===== src/rtl/pmu_enclr_pkg.sv =====
`timescale 1ns/1ps
package pmu_enclr_pkg;

  localparam int unsigned REG_W   = 64;
  localparam int unsigned EN_W    = 32;
  localparam int unsigned CYC_POS = 31;
  localparam int unsigned MAX_EVT = 31;
  localparam int unsigned LIM_W   = 5;

  typedef enum logic [1:0] {
    PRIV_APP    = 2'd0,
    PRIV_KERNEL = 2'd1,
    PRIV_HYP    = 2'd2,
    PRIV_MON    = 2'd3
  } priv_e;

  typedef logic [EN_W-1:0]  en_vec_t;
  typedef logic [REG_W-1:0] reg_word_t;

  // Partition limit applies only to guest levels with the hypervisor live.
  function automatic logic use_partition(input priv_e p, input logic hi, input logic ho);
    return hi & ho & ((p == PRIV_APP) || (p == PRIV_KERNEL));
  endfunction

  // Saturate a requested limit at the number of built counters.
  function automatic logic [LIM_W-1:0] clamp_limit(input logic [LIM_W-1:0] n,
                                                   input int unsigned top);
    int unsigned nn;
    nn = int'(n);
    if (nn > top) return LIM_W'(top);
    return n;
  endfunction

  // Accessible bits for a limit: events below n plus the cycle bit.
  function automatic en_vec_t limit_mask(input logic [LIM_W-1:0] n);
    en_vec_t m;
    m = '0;
    for (int i = 0; i < int'(MAX_EVT); i++) begin
      m[i] = (i < int'(n));
    end
    m[CYC_POS] = 1'b1;
    return m;
  endfunction

  // Bits that have storage behind them.
  function automatic en_vec_t built_mask(input int unsigned num_evt);
    en_vec_t m;
    m = '0;
    for (int i = 0; i < int'(MAX_EVT); i++) begin
      m[i] = (i < int'(num_evt));
    end
    m[CYC_POS] = 1'b1;
    return m;
  endfunction

  // Clear vector from a write: upper word dropped, limit applied.
  function automatic en_vec_t clear_vector(input logic we, input reg_word_t d,
                                           input en_vec_t acc);
    if (!we) return '0;
    return d[EN_W-1:0] & acc;
  endfunction

  // Read image: reserved word zero, hidden events zero.
  function automatic reg_word_t read_image(input en_vec_t en, input en_vec_t acc);
    return {{(REG_W-EN_W){1'b0}}, en & acc};
  endfunction

endpackage


===== src/rtl/pmu_limit_sel.sv =====
`timescale 1ns/1ps
module pmu_limit_sel
  import pmu_enclr_pkg::*;
#(
  parameter int unsigned NUM_EVT = 31
) (
  input  priv_e            priv,
  input  logic             hyp_impl,
  input  logic             hyp_on,
  input  logic [LIM_W-1:0] part_n,
  input  logic [LIM_W-1:0] impl_n,
  output logic             use_part,
  output logic [LIM_W-1:0] n_eff,
  output en_vec_t          acc_mask
);

  localparam en_vec_t BUILT = built_mask(NUM_EVT);

  logic [LIM_W-1:0] n_raw;

  assign use_part = use_partition(priv, hyp_impl, hyp_on);
  assign n_raw    = use_part ? part_n : impl_n;
  assign n_eff    = clamp_limit(n_raw, NUM_EVT);
  assign acc_mask = limit_mask(n_eff) & BUILT;

endmodule


===== src/rtl/pmu_enable_bank.sv =====
`timescale 1ns/1ps
module pmu_enable_bank
  import pmu_enclr_pkg::*;
#(
  parameter int unsigned NUM_EVT = 31
) (
  input  logic    clk,
  input  logic    rst_n,
  input  en_vec_t set_vec,
  input  en_vec_t clr_vec,
  output en_vec_t en_q
);

  for (genvar i = 0; i < int'(EN_W); i++) begin : g_bit
    if ((i < int'(NUM_EVT)) || (i == int'(CYC_POS))) begin : g_flop
      logic q;
      always_ff @(posedge clk or negedge rst_n) begin
        if (!rst_n)          q <= 1'b0;
        else if (clr_vec[i]) q <= 1'b0;
        else if (set_vec[i]) q <= 1'b1;
      end
      assign en_q[i] = q;
    end else begin : g_tie
      assign en_q[i] = 1'b0;
    end
  end

  en_vec_t set_live;
  assign set_live = set_vec & ~clr_vec;


  clear_wins_chk: assert property (@(posedge clk) disable iff (!rst_n)
    (clr_vec != '0) |=> ((en_q & $past(clr_vec)) == '0));


  set_lands_chk: assert property (@(posedge clk) disable iff (!rst_n)
    (set_live != '0) |=> ((en_q & $past(set_live)) == $past(set_live)));


  idle_hold_chk: assert property (@(posedge clk) disable iff (!rst_n)
    ((set_vec == '0) && (clr_vec == '0)) |=> $stable(en_q));

endmodule


===== src/rtl/pmu_access_dec.sv =====
`timescale 1ns/1ps
module pmu_access_dec
  import pmu_enclr_pkg::*;
(
  input  logic      wr_en,
  input  reg_word_t wr_data,
  input  en_vec_t   acc_mask,
  input  en_vec_t   en_q,
  output en_vec_t   clr_vec,
  output reg_word_t rd_data
);

  assign clr_vec = clear_vector(wr_en, wr_data, acc_mask);
  assign rd_data = read_image(en_q, acc_mask);

endmodule


===== src/rtl/pmu_enclr_reg.sv =====
`timescale 1ns/1ps
module pmu_enclr_reg
  import pmu_enclr_pkg::*;
#(
  parameter int unsigned NUM_EVT = 31
) (
  input  logic        clk,
  input  logic        rst_n,
  input  logic        wr_en,
  input  logic [63:0] wr_data,
  input  logic        set_en,
  input  logic [31:0] set_data,
  input  logic [1:0]  priv_lvl,
  input  logic        hyp_impl,
  input  logic        hyp_on,
  input  logic [4:0]  part_n,
  input  logic [4:0]  impl_n,
  output logic [63:0] rd_data,
  output logic [31:0] cnt_en
);

  localparam en_vec_t BUILT = built_mask(NUM_EVT);

  logic             use_part;
  logic [LIM_W-1:0] n_eff;
  en_vec_t          acc_mask;
  en_vec_t          clr_vec;
  en_vec_t          set_vec;
  en_vec_t          en_q;

  pmu_limit_sel #(.NUM_EVT(NUM_EVT)) u_limit (
    .priv     (priv_e'(priv_lvl)),
    .hyp_impl (hyp_impl),
    .hyp_on   (hyp_on),
    .part_n   (part_n),
    .impl_n   (impl_n),
    .use_part (use_part),
    .n_eff    (n_eff),
    .acc_mask (acc_mask)
  );

  assign set_vec = set_en ? (set_data & BUILT) : '0;

  pmu_access_dec u_dec (
    .wr_en    (wr_en),
    .wr_data  (wr_data),
    .acc_mask (acc_mask),
    .en_q     (en_q),
    .clr_vec  (clr_vec),
    .rd_data  (rd_data)
  );

  pmu_enable_bank #(.NUM_EVT(NUM_EVT)) u_bank (
    .clk     (clk),
    .rst_n   (rst_n),
    .set_vec (set_vec),
    .clr_vec (clr_vec),
    .en_q    (en_q)
  );

  assign cnt_en = en_q;


  read_hides_off_chk: assert property (@(posedge clk) disable iff (!rst_n)
    ((rd_data[EN_W-1:0] & ~cnt_en) == '0));


  hidden_kept_chk: assert property (@(posedge clk) disable iff (!rst_n)
    1'b1 |=> ((($past(cnt_en) & ~cnt_en) & ~$past(acc_mask)) == '0));


  limit_clamp_chk: assert property (@(posedge clk) disable iff (!rst_n)
    (int'(n_eff) <= int'(NUM_EVT)));


  ctx_part_chk: assert property (@(posedge clk) disable iff (!rst_n)
    use_part |-> (n_eff <= part_n));


  ctx_impl_chk: assert property (@(posedge clk) disable iff (!rst_n)
    !use_part |-> (n_eff <= impl_n));

endmodule


===== config.mk =====
export PLATFORM = sky130hd
export DESIGN_NAME = pmu_enclr_reg
export DESIGN_NICKNAME = d
export VERILOG_FILES = /design/src/rtl/pmu_enclr_pkg.sv /design/src/rtl/pmu_limit_sel.sv /design/src/rtl/pmu_enable_bank.sv /design/src/rtl/pmu_access_dec.sv /design/src/rtl/pmu_enclr_reg.sv
export SDC_FILE = /design/constraint.sdc
export NUM_CORES = 1
export LEC_CHECK = 0
export ABC_AREA = 0
export ABC_CLOCK_PERIOD_IN_PS = 1700
export BUFFER_PORTS_ARGS = -buffer_cell sky130_fd_sc_hd__buf_2
export CORE_MARGIN = 3
export CORE_UTILIZATION = 39
export DETAILED_ROUTE_END_ITERATION = 8
export PLACE_DENSITY = 0.9
export SLEW_MARGIN = 20
export SYNTH_ARGS = -nofsm -noshare
export SYNTH_HDL_FRONTEND = slang
export SYNTH_SLANG_ARGS = --single-unit

===== constraint.sdc =====
create_clock -name clk -period 1.7 [get_ports clk]
set_input_delay 0.17 -clock clk [delete_from_list [all_inputs] [get_ports clk]]
set_output_delay 0.17 -clock clk [all_outputs]
set_load 0.03 [all_outputs]

==> impl_metrics.env, run 1 <==
export IMPL_outcome="complete, no violations"
export IMPL_grt_total_usage=0.204
export IMPL_io_pins=210
export IMPL_hold_path_class="in -> reg"
export IMPL_relSlewSlack=0.490
export IMPL_top_register="u_bank.g_bit.g_flop.q"
export IMPL_syn_inst=293
export IMPL_dieArea_sq_um=7310
export IMPL_io_buffer_count=144
export IMPL_ys_seq_area_frac=0.325
export IMPL_tritoncts="yes"
export IMPL_layout_drive_gt1_share=0.465
export IMPL_clk_pin_slew_ns=0.07
export IMPL_grt_pass1_vias=2473
export IMPL_mostFrequentLayoutCell="buf_2"
export IMPL_syn2layout_area_growth_pct=27.3
export IMPL_largest_reg_flops=32
export IMPL_grt_start_max_net_pins=33
export IMPL_h_tree_depth=2
export IMPL_synth_edf_count=0
export IMPL_netSwitchingPower_uw=1170
export IMPL_setup_violations=0
export IMPL_async_reset_ff_frac=1.00
export IMPL_synth_area_leaders="dfrtp_1 (32%), buf_4 (20%), a21oi_1 (7.7%)"
export IMPL_wl_per_cell_um=15.7
export IMPL_antenna_left=0
export IMPL_fin_crit_ns=1.64
export IMPL_vias=2455
export IMPL_pre_cts_slack_ns=-0.0679
export IMPL_ir_worst_vdd_v=0.000449
export IMPL_grt_antenna_before_repair=0
export IMPL_synth_top_cell_by_area="dfrtp_1"
export IMPL_p_int_uw=1520
export IMPL_root_buffer="clkbuf_8"
export IMPL_design_core_area_sq_um=6030
export IMPL_top_regs="u_bank.g_bit.g_flop.q: 32 flops"
export IMPL_rows=28
export IMPL_swShare=0.435
export IMPL_ys_ff_latch=32
export IMPL_synth_top_area_frac=0.325
export IMPL_comb_power_share=0.443
export IMPL_min_period_over_period=0.964
export IMPL_n_antenna_cell=0
export IMPL_fin_nets=523
export IMPL_grt_ovfl_total=0
export IMPL_clkSinkCount=32
export IMPL_clk_latency_ns=0.28
export IMPL_max_slew_worst_pin_slew_ns=0.765
export IMPL_fp_dieH_um=85.5
export IMPL_finalClockSkew_ns=0
export IMPL_drt_first_pass_iters=4
export IMPL_share_seq_of_total_power=0.345
export IMPL_arrival_ns=1.47
export IMPL_cp_start_kind="input port"
export IMPL_cp_required_ns=1.53
export IMPL_rsz0062_at_grt="true"
export IMPL_post_route_drc_count=0
export IMPL_setup_ws_ns=0.0619
export IMPL_fillers=583
export IMPL_whs_ns=0.0497
export IMPL_cap_violations=0
export IMPL_drt_iter0_drc=99
export IMPL_hold_violations=0
export IMPL_cts_made_buffers=5
export IMPL_post_dp_hpwl_mm=5.89
export IMPL_yosys_warnings=0
export IMPL_pwr_share_clk=0.211
export IMPL_grt_pass1_wl_mm=12.0
export IMPL_worstSetupPathType="in -> out"
export IMPL_clock_path_buffers=2
export IMPL_slew_violations=0
export IMPL_die_x_um=85.5
export IMPL_cp_end_kind="output pin"
export IMPL_ys_types=34
export IMPL_max_freq_ghz=0.610
export IMPL_p_per_area_nw_per_um2=854
export IMPL_total_power_uw=2680
export IMPL_final_cell_mix="buf_2 (140), a21oi_1 (38), conb_1 (32), dfrtp_1 (32), a31oi_1 (27)"
export IMPL_wl_mm=7.60
export IMPL_initial_core_util=0.409
export IMPL_gp_congestion=0.750
export IMPL_synth_ff_type="dfrtp_1"
export IMPL_critPathMaxFanout=6
export IMPL_avgViaCountPerCell=5.07
export IMPL_synthesis_area_sq_um=2470
export IMPL_syn_area_per_cell_sq_um=8.42
export IMPL_p_leak_uw=0.00159
[cell usage after synthesis, types with 2 or more instances]
master and instances:
a21o_1 3, a21oi_1 38, a31oi_1 27, and2_1 20, and3_1 10, buf_4 66, buf_6 2, clkbuf_1 13
dfrtp_1 32, inv_1 2, mux2_2 8, mux2i_1 5, nand2_1 15, nand2b_1 3, nand3_1 7, nor2_1 13
nor3_1 2, nor3b_1 2, nor4_1 3, o21a_1 2, o21ai_0 4, o21ai_1 4
[stage by stage]
stage                     TNS [ns]  instance area, sq um  cells  utilization
after floorplan                  0                  2590    324            -
after global placement           0                  2900    470        0.481
after detailed placement    -0.315                  2900    470        0.481
after CTS                        0                  3010    481        0.500
after global routing       -0.0210                  3140    484        0.521
final                            0                  3140    484        0.521
[metal layers]
metal | global-route usage | vias up | share of wire
li1 | - | 1163 | -
met1 | 0.246 | 1175 | 0.40
met2 | 0.367 | 110 | 0.52
met3 | 0.0461 | 7 | 0.070
met4 | 0.0475 | 0 | 0.0097
met5 | 0 | - | 0
[power groups by stage]
stage               Combinational, uW  Sequential (uW)  Clock (uW)
global placement                 1120              933           0
finish                           1190              927         567
global route                     1280              943         620
floorplan                         976              923           0
CTS                              1150              927         586
detailed placement               1150              939           0
[worst paths after layout]
path                                                  startpoint                                     to  slack, ns  depth (start not counted)
hold reg to reg            u_bank.g_bit[31].g_flop.q$_DFFE_PN0P_  u_bank.g_bit[31].g_flop.q$_DFFE_PN0P_       0.54                          2
max in group asynchronous                                  rst_n  u_bank.g_bit[22].g_flop.q$_DFFE_PN0P_       0.72                          2
setup / recovery                                     priv_lvl[1]                            rd_data[12]       0.06                          7
hold / removal                                       wr_data[27]  u_bank.g_bit[27].g_flop.q$_DFFE_PN0P_       0.05                          2
min in group asynchronous                                  rst_n  u_bank.g_bit[26].g_flop.q$_DFFE_PN0P_       0.50                          2
setup reg to reg            u_bank.g_bit[8].g_flop.q$_DFFE_PN0P_   u_bank.g_bit[8].g_flop.q$_DFFE_PN0P_       0.80                          3
[worst max-delay path, cell delays in order]
cell,delay (ns)
buf_2,0.11
nand3b_4,0.20
buf_4,0.18
mux2_2,0.30
o21ai_1,0.17
and2_1,0.14
clkbuf_4,0.18
[kinds of logic after synthesis]
logic type,after synthesis,synth area share
AND/OR/NAND/NOR,78,0.173
flip-flops,32,0.325
other,1,0.00152
multiplexers,14,0.0660
AO/OA/AOI/OAI,84,0.200
buffers and inverters,84,0.235
[area by class of cell]
type	count	area (sq um)	area share
clock buffer	6	72.6	0.0231
multi-input combinational	209	1320	0.419
inverter	2	7.51	0.00239
timing repair buffer	159	846	0.269
tap	75	93.8	0.0299
clock inverter	1	5.00	0.00159
sequential	32	801	0.255
[repair_timing]
| action | in CTS | in global routing |
|---|---|---|
| pin swaps | 1 | 1 |
| endpoints found under the setup margin | 7 | 20 |
| hold buffers | 1 | 0 |
| endpoints found under the hold margin | 32 | 0 |
| resized for setup | 1 | 22 |
| buffers inserted | 3 | 2 |
| cloned | 0 | 1 |
Power figures use the tool's default switching activity.
==> run 2, diff against run 1 <==
- CTS_BUF_LIST: unset -> sky130_fd_sc_hd__clkbuf_8 sky130_fd_sc_hd__clkbuf_16
- GPL_TIMING_DRIVEN: unset -> 0
==> run 2 against run 1 <==
  * Power up 17%
  * First-iteration DRC count up 47%
  * Largest cell class is now buffers
  * Clock-buffer cell count up 1
  * Sequential share of layout area down 5.7 points
  * Highest routed layer unchanged
  * Combinational power up 32%
  * Wire length up 14%
  * Cell count up 18%
  * Maximum frequency down 5.9%
  * Global-route usage up 1.9 points
  * Clock skew unchanged
  * Via count up 13%
  * Sequential cell count unchanged
  * The run now ends with negative setup slack left
==> impl_metrics.env, run 2 (synthesis gave the netlist of run 1 again) <==
export IMPL_io_buffer_count=137
export IMPL_worstSetupPathType="in -> out"
export IMPL_cp_end_kind="output pin"
export IMPL_hold_path_class="in -> reg"
export IMPL_top_register="u_bank.g_bit.g_flop.q"
export IMPL_h_tree_depth=2
export IMPL_cts_made_buffers=5
export IMPL_min_from="wr_data[31]"
export IMPL_clk_pin_slew_ns=0.07
export IMPL_critical_path_top_delay_family="buffers and inverters"
export IMPL_setup_tns_ns=-0.0577
export IMPL_drt_first_pass_iters=4
export IMPL_io_pins=210
export IMPL_layout_drive_gt1_share=0.587
export IMPL_pre_cts_slack_ns=-0.244
export IMPL_fin_crit_ns=1.74
export IMPL_slowest_delay_ns=0.36
export IMPL_drt_iter0_drc=146
export IMPL_grt_total_usage=0.223
export IMPL_initial_core_util=0.409
export IMPL_top_regs="u_bank.g_bit.g_flop.q: 32 flops"
export IMPL_syn2layout_area_growth_pct=63.6
export IMPL_clock_path_buffers=2
export IMPL_hold_depth=2
export IMPL_largest_reg_flops=32
export IMPL_wl_per_cell_um=15.2
export IMPL_avgViaCountPerCell=4.85
export IMPL_final_cell_mix="buf_2 (117), buf_4 (94), a21oi_1 (37)"
export IMPL_fin_nets=610
export IMPL_slew_violations=0
export IMPL_max_slew_worst_pin_slew_ns=0.740
export IMPL_arrival_ns=1.57
export IMPL_hold_violations=0
export IMPL_wl_mm=8.69
export IMPL_tritoncts="yes"
export IMPL_critPathMaxFanout=8
export IMPL_dieArea_sq_um=7310
export IMPL_placed_cells=536
export IMPL_grt_ovfl_total=0
export IMPL_worstRegToRegCells=3
export IMPL_p_per_area_nw_per_um2=780
export IMPL_violations="negative setup slack"
export IMPL_grt_pass1_vias=2716
export IMPL_path_buf_inv=4
export IMPL_cap_violations=0
export IMPL_cp_required_ns=1.53
export IMPL_hold_end="u_bank.g_bit[31].g_flop.q$_DFFE_PN0P_"
export IMPL_critPathMostFrequentCell="buf_6"
export IMPL_vias=2772
export IMPL_regToRegSetupSlack_ns=0.81
export IMPL_relSlewSlack=0.507
export IMPL_post_dp_hpwl_mm=6.39
export IMPL_outcome="finished, violations left"
export IMPL_design_core_area_sq_um=6030
export IMPL_worst_r2r_endpoint="u_bank.g_bit[8].g_flop.q$_DFFE_PN0P_"
export IMPL_finalClockSkew_ns=0
export IMPL_min_period_over_period=1.02
export IMPL_setup_ws_ns=-0.0416
export IMPL_max_freq_ghz=0.574
export IMPL_antenna_left=0
export IMPL_cp_start_kind="input port"
export IMPL_gp_congestion=0.792
export IMPL_clk_latency_ns=0.28
export IMPL_root_buffer="clkbuf_8"
export IMPL_fillers=499
export IMPL_p_leak_uw=0.00209
export IMPL_grt_antenna_before_repair=0
export IMPL_grt_start_max_net_pins=33
export IMPL_rows=28
export IMPL_ir_worst_vdd_v=0.000448
export IMPL_rsz0062_at_grt="true"
export IMPL_reg2reg_from="u_bank.g_bit[8].g_flop.q$_DFFE_PN0P_"
export IMPL_slowest_stage="mux2i_4"
export IMPL_mostFrequentLayoutCell="buf_2"
export IMPL_fp_dieH_um=85.5
export IMPL_clkSinkCount=32
export IMPL_post_route_drc_count=0
export IMPL_grt_pass1_wl_mm=13.0
export IMPL_setup_violations=2
export IMPL_n_antenna_cell=0
export IMPL_crit_chain="buf_6 -> nand3b_4 -> buf_8 -> buf_12 -> mux2i_4 -> nand3_2 -> and2_4 -> buf_6"
export IMPL_stdcell_count=571
export IMPL_die_x_um=85.5
-- run 2: final cells by class --
type	count	area, sq um	area share
timing repair buffer	165	1040	0.257
sequential	32	801	0.198
inverter	2	7.51	0.00186
tap	75	93.8	0.0233
multi-input combinational	208	1410	0.349
buffer	82	592	0.147
clock buffer	7	96.3	0.0239
-- run 2: metal layers --
metal  part of all wire  track usage  up-vias
met2               0.52        0.395      123
met3              0.075       0.0461       11
met4              0.013       0.0662        0
met1               0.39        0.272     1302
li1                   -            -     1336
met5                  0            0        -
-- run 2: stage by stage --
step                       util  hold WS, ns  total power (uW)  area, sq um
after global placement    0.559        0.271              2250         3370
after global routing      0.670       0.0541              3310         4040
after floorplan               -       -0.126              1900         2590
after CTS                 0.637       0.0539              3070         3840
final                     0.670       0.0584              3150         4040
after detailed placement  0.559        0.274              2280         3370
-- run 2: what timing repair did --
action	CTS	global route
hold endpoints to repair	32	0
gates resized for setup	46	52
endpoints found under the setup margin	21	30
gates cloned	0	1
buffers inserted	24	6
hold buffers	1	0
pin swaps	11	13
-- run 2: how the worst max path moves through the flow --
stage             endpoint   startpoint  slack (ns)  depth (start not counted)
3_3_place_gp   rd_data[22]  priv_lvl[1]       -0.22                          6
4_1_cts        rd_data[24]  priv_lvl[1]       -0.04                          6
6_report        rd_data[2]  priv_lvl[1]       -0.04                          8
3_5_place_dp   rd_data[22]  priv_lvl[1]       -0.24                          6
5_1_grt         rd_data[2]  priv_lvl[1]       -0.09                          8
2_1_floorplan  rd_data[25]  priv_lvl[1]        0.17                          6
-- run 2: where the power goes --
part           internal, uW  switching, uW  leakage [uW]  total, uW
sequential              858           78.6      0.000347        937
combinational           673            893       0.00169       1570
clock                   361            285     0.0000503        645
==> run 3, diff against run 2 <==
- ABC_CLOCK_PERIOD_IN_PS: 1700 -> 2100
- CORE_UTILIZATION: 39 -> 42
- PLACE_DENSITY: 0.9 -> 0.95
- clock period: 1.7 -> 2.1 ns (I/O delays scaled with it)
==> run 3 against run 2 <==
  * Clock-buffer cell count down 2
  * Cell count down 5.3%
  * Core utilization down 5.1 points
  * The run ends with negative hold slack left
  * Largest cell class unchanged
  * Largest power group unchanged
==> impl_metrics.env, run 3 (synthesis gave the netlist of run 1 again) <==
export IMPL_p_leak_uw=0.00186
export IMPL_clk_latency_ns=0.28
export IMPL_root_buffer="clkbuf_8"
export IMPL_post_dp_hpwl_mm=6.42
export IMPL_top_register="u_bank.g_bit.g_flop.q"
export IMPL_grt_antenna_before_repair=0
export IMPL_worstSetupPathType="in -> out"
export IMPL_mostFrequentLayoutCell="buf_2"
export IMPL_finalClockSkew_ns=0
export IMPL_avgViaCountPerCell=4.99
export IMPL_cts_resized=0
export IMPL_grt_start_max_net_pins=33
export IMPL_grt_total_usage=0.228
export IMPL_fin_crit_ns=1.98
export IMPL_outcome="finished, violations left"
export IMPL_p_per_area_nw_per_um2=698
export IMPL_clk_pin_slew_ns=0.07
export IMPL_drt_iter0_drc=183
export IMPL_crit_chain="buf_2 -> nand3b_4 -> buf_6 -> buf_6 -> buf_4 -> nor2_1 -> a211oi_1 -> o21a_1 -> buf_2"
export IMPL_path_buf_inv=5
export IMPL_max_slew_worst_pin_slew_ns=0.754
export IMPL_max_freq_ghz=0.505
export IMPL_dieArea_sq_um=6830
export IMPL_cp_start_kind="input port"
export IMPL_cap_violations=0
export IMPL_wl_per_cell_um=14.9
export IMPL_die_x_um=82.6
export IMPL_io_pins=210
export IMPL_gp_congestion=0.818
export IMPL_cp_required_ns=1.89
export IMPL_cts_hold_buf=0
export IMPL_post_route_drc_count=0
export IMPL_reg2reg_from="u_bank.g_bit[8].g_flop.q$_DFFE_PN0P_"
export IMPL_largest_reg_flops=32
export IMPL_min_period_over_period=0.943
export IMPL_initial_core_util=0.440
export IMPL_critical_path_top_delay_family="buffers and inverters"
export IMPL_cp_end_kind="output pin"
export IMPL_slowest_delay_ns=0.40
export IMPL_wl_mm=8.07
export IMPL_design_core_area_sq_um=5610
export IMPL_setup_tns_ns=0
export IMPL_tritoncts="yes"
export IMPL_antenna_left=0
export IMPL_post_cts_buffers=0
export IMPL_final_core_util=0.619
export IMPL_slowest_stage="a211oi_1"
export IMPL_slew_violations=0
export IMPL_grt_ovfl_total=0
export IMPL_critPathMaxFanout=10
export IMPL_fp_dieH_um=82.6
export IMPL_violations="negative hold slack"
export IMPL_io_buffer_count=137
export IMPL_relSlewSlack=0.497
export IMPL_fillers=499
export IMPL_grt_pass1_vias=2474
export IMPL_ir_worst_vdd_v=0.000341
export IMPL_rsz0062_at_grt="false"
export IMPL_final_cell_mix="buf_2 (138), buf_4 (66), a21oi_1 (38)"
export IMPL_clkSinkCount=32
export IMPL_hold_path_class="in -> async"
export IMPL_top_regs="u_bank.g_bit.g_flop.q: 32 flops"
export IMPL_vias=2697
export IMPL_whs_ns=-0.00914
export IMPL_drt_first_pass_iters=4
export IMPL_layout_drive_gt1_share=0.486
export IMPL_grt_pass1_wl_mm=11.8
export IMPL_n_antenna_cell=0
export IMPL_fin_nets=582
export IMPL_h_tree_depth=2
export IMPL_arrival_ns=1.77
export IMPL_setup_violations=0
export IMPL_clock_path_buffers=2
export IMPL_syn2layout_area_growth_pct=40.7
export IMPL_startpoint="priv_lvl[1]"
export IMPL_rows=27
export IMPL_hold_violations=23
export IMPL_cts_made_buffers=5
-- run 3: metal layers --
| layer | GRT usage | routed length [um] | vias to the layer above |
|---|---|---|---|
| met5 | 0 | 0 | - |
| met4 | 0.0637 | 39 | 0 |
| met3 | 0.0499 | 634 | 4 |
| met2 | 0.408 | 4150 | 138 |
| met1 | 0.274 | 3250 | 1274 |
| li1 | - | - | 1281 |
-- run 3: cell type report --
| type | instances | area (sq um) | area share |
|---|---|---|---|
| inverters | 2 | 7.51 | 0.00216 |
| repair buffers | 137 | 686 | 0.198 |
| flip-flops and latches | 32 | 801 | 0.231 |
| clock inverters | 3 | 38.8 | 0.0112 |
| plain buffers | 82 | 572 | 0.165 |
| well taps | 72 | 90.1 | 0.0260 |
| clock buffers | 5 | 68.8 | 0.0198 |
| multi-input cells | 208 | 1210 | 0.348 |
-- run 3: final timing paths --
check	to	slack, ns	cells after the start
max	rd_data[10]	0.12	9
min	u_bank.g_bit[6].g_flop.q$_DFFE_PN0P_	-0.009	1
max reg2reg	u_bank.g_bit[8].g_flop.q$_DFFE_PN0P_	1.18	3
min reg2reg	u_bank.g_bit[15].g_flop.q$_DFFE_PN0P_	0.54	2
max in group asynchronous	u_bank.g_bit[16].g_flop.q$_DFFE_PN0P_	1.63	1
min in group clk	u_bank.g_bit[27].g_flop.q$_DFFE_PN0P_	0.09	2
-- run 3: power breakdown --
group	leakage, uW	internal (uW)	switching, uW	total (uW)
Combinational	0.00145	409	670	1080
Clock	0.0000593	347	239	586
Sequential	0.000347	695	61.5	756
-- run 3: stage by stage --
| stage | instance area [sq um] | instances | total power, uW | worst slack [ns] |
|---|---|---|---|---|
| 2_1_floorplan | 2580 | 324 | 1540 | 0.276 |
| 4_1_cts | 3470 | 541 | 2430 | 0.0999 |
| 3_5_place_dp | 3360 | 533 | 1840 | 0.107 |
| 6_report | 3470 | 541 | 2420 | 0.120 |
| 5_1_grt | 3470 | 541 | 2560 | 0.0429 |
| 3_3_place_gp | 3360 | 533 | 1820 | 0.121 |
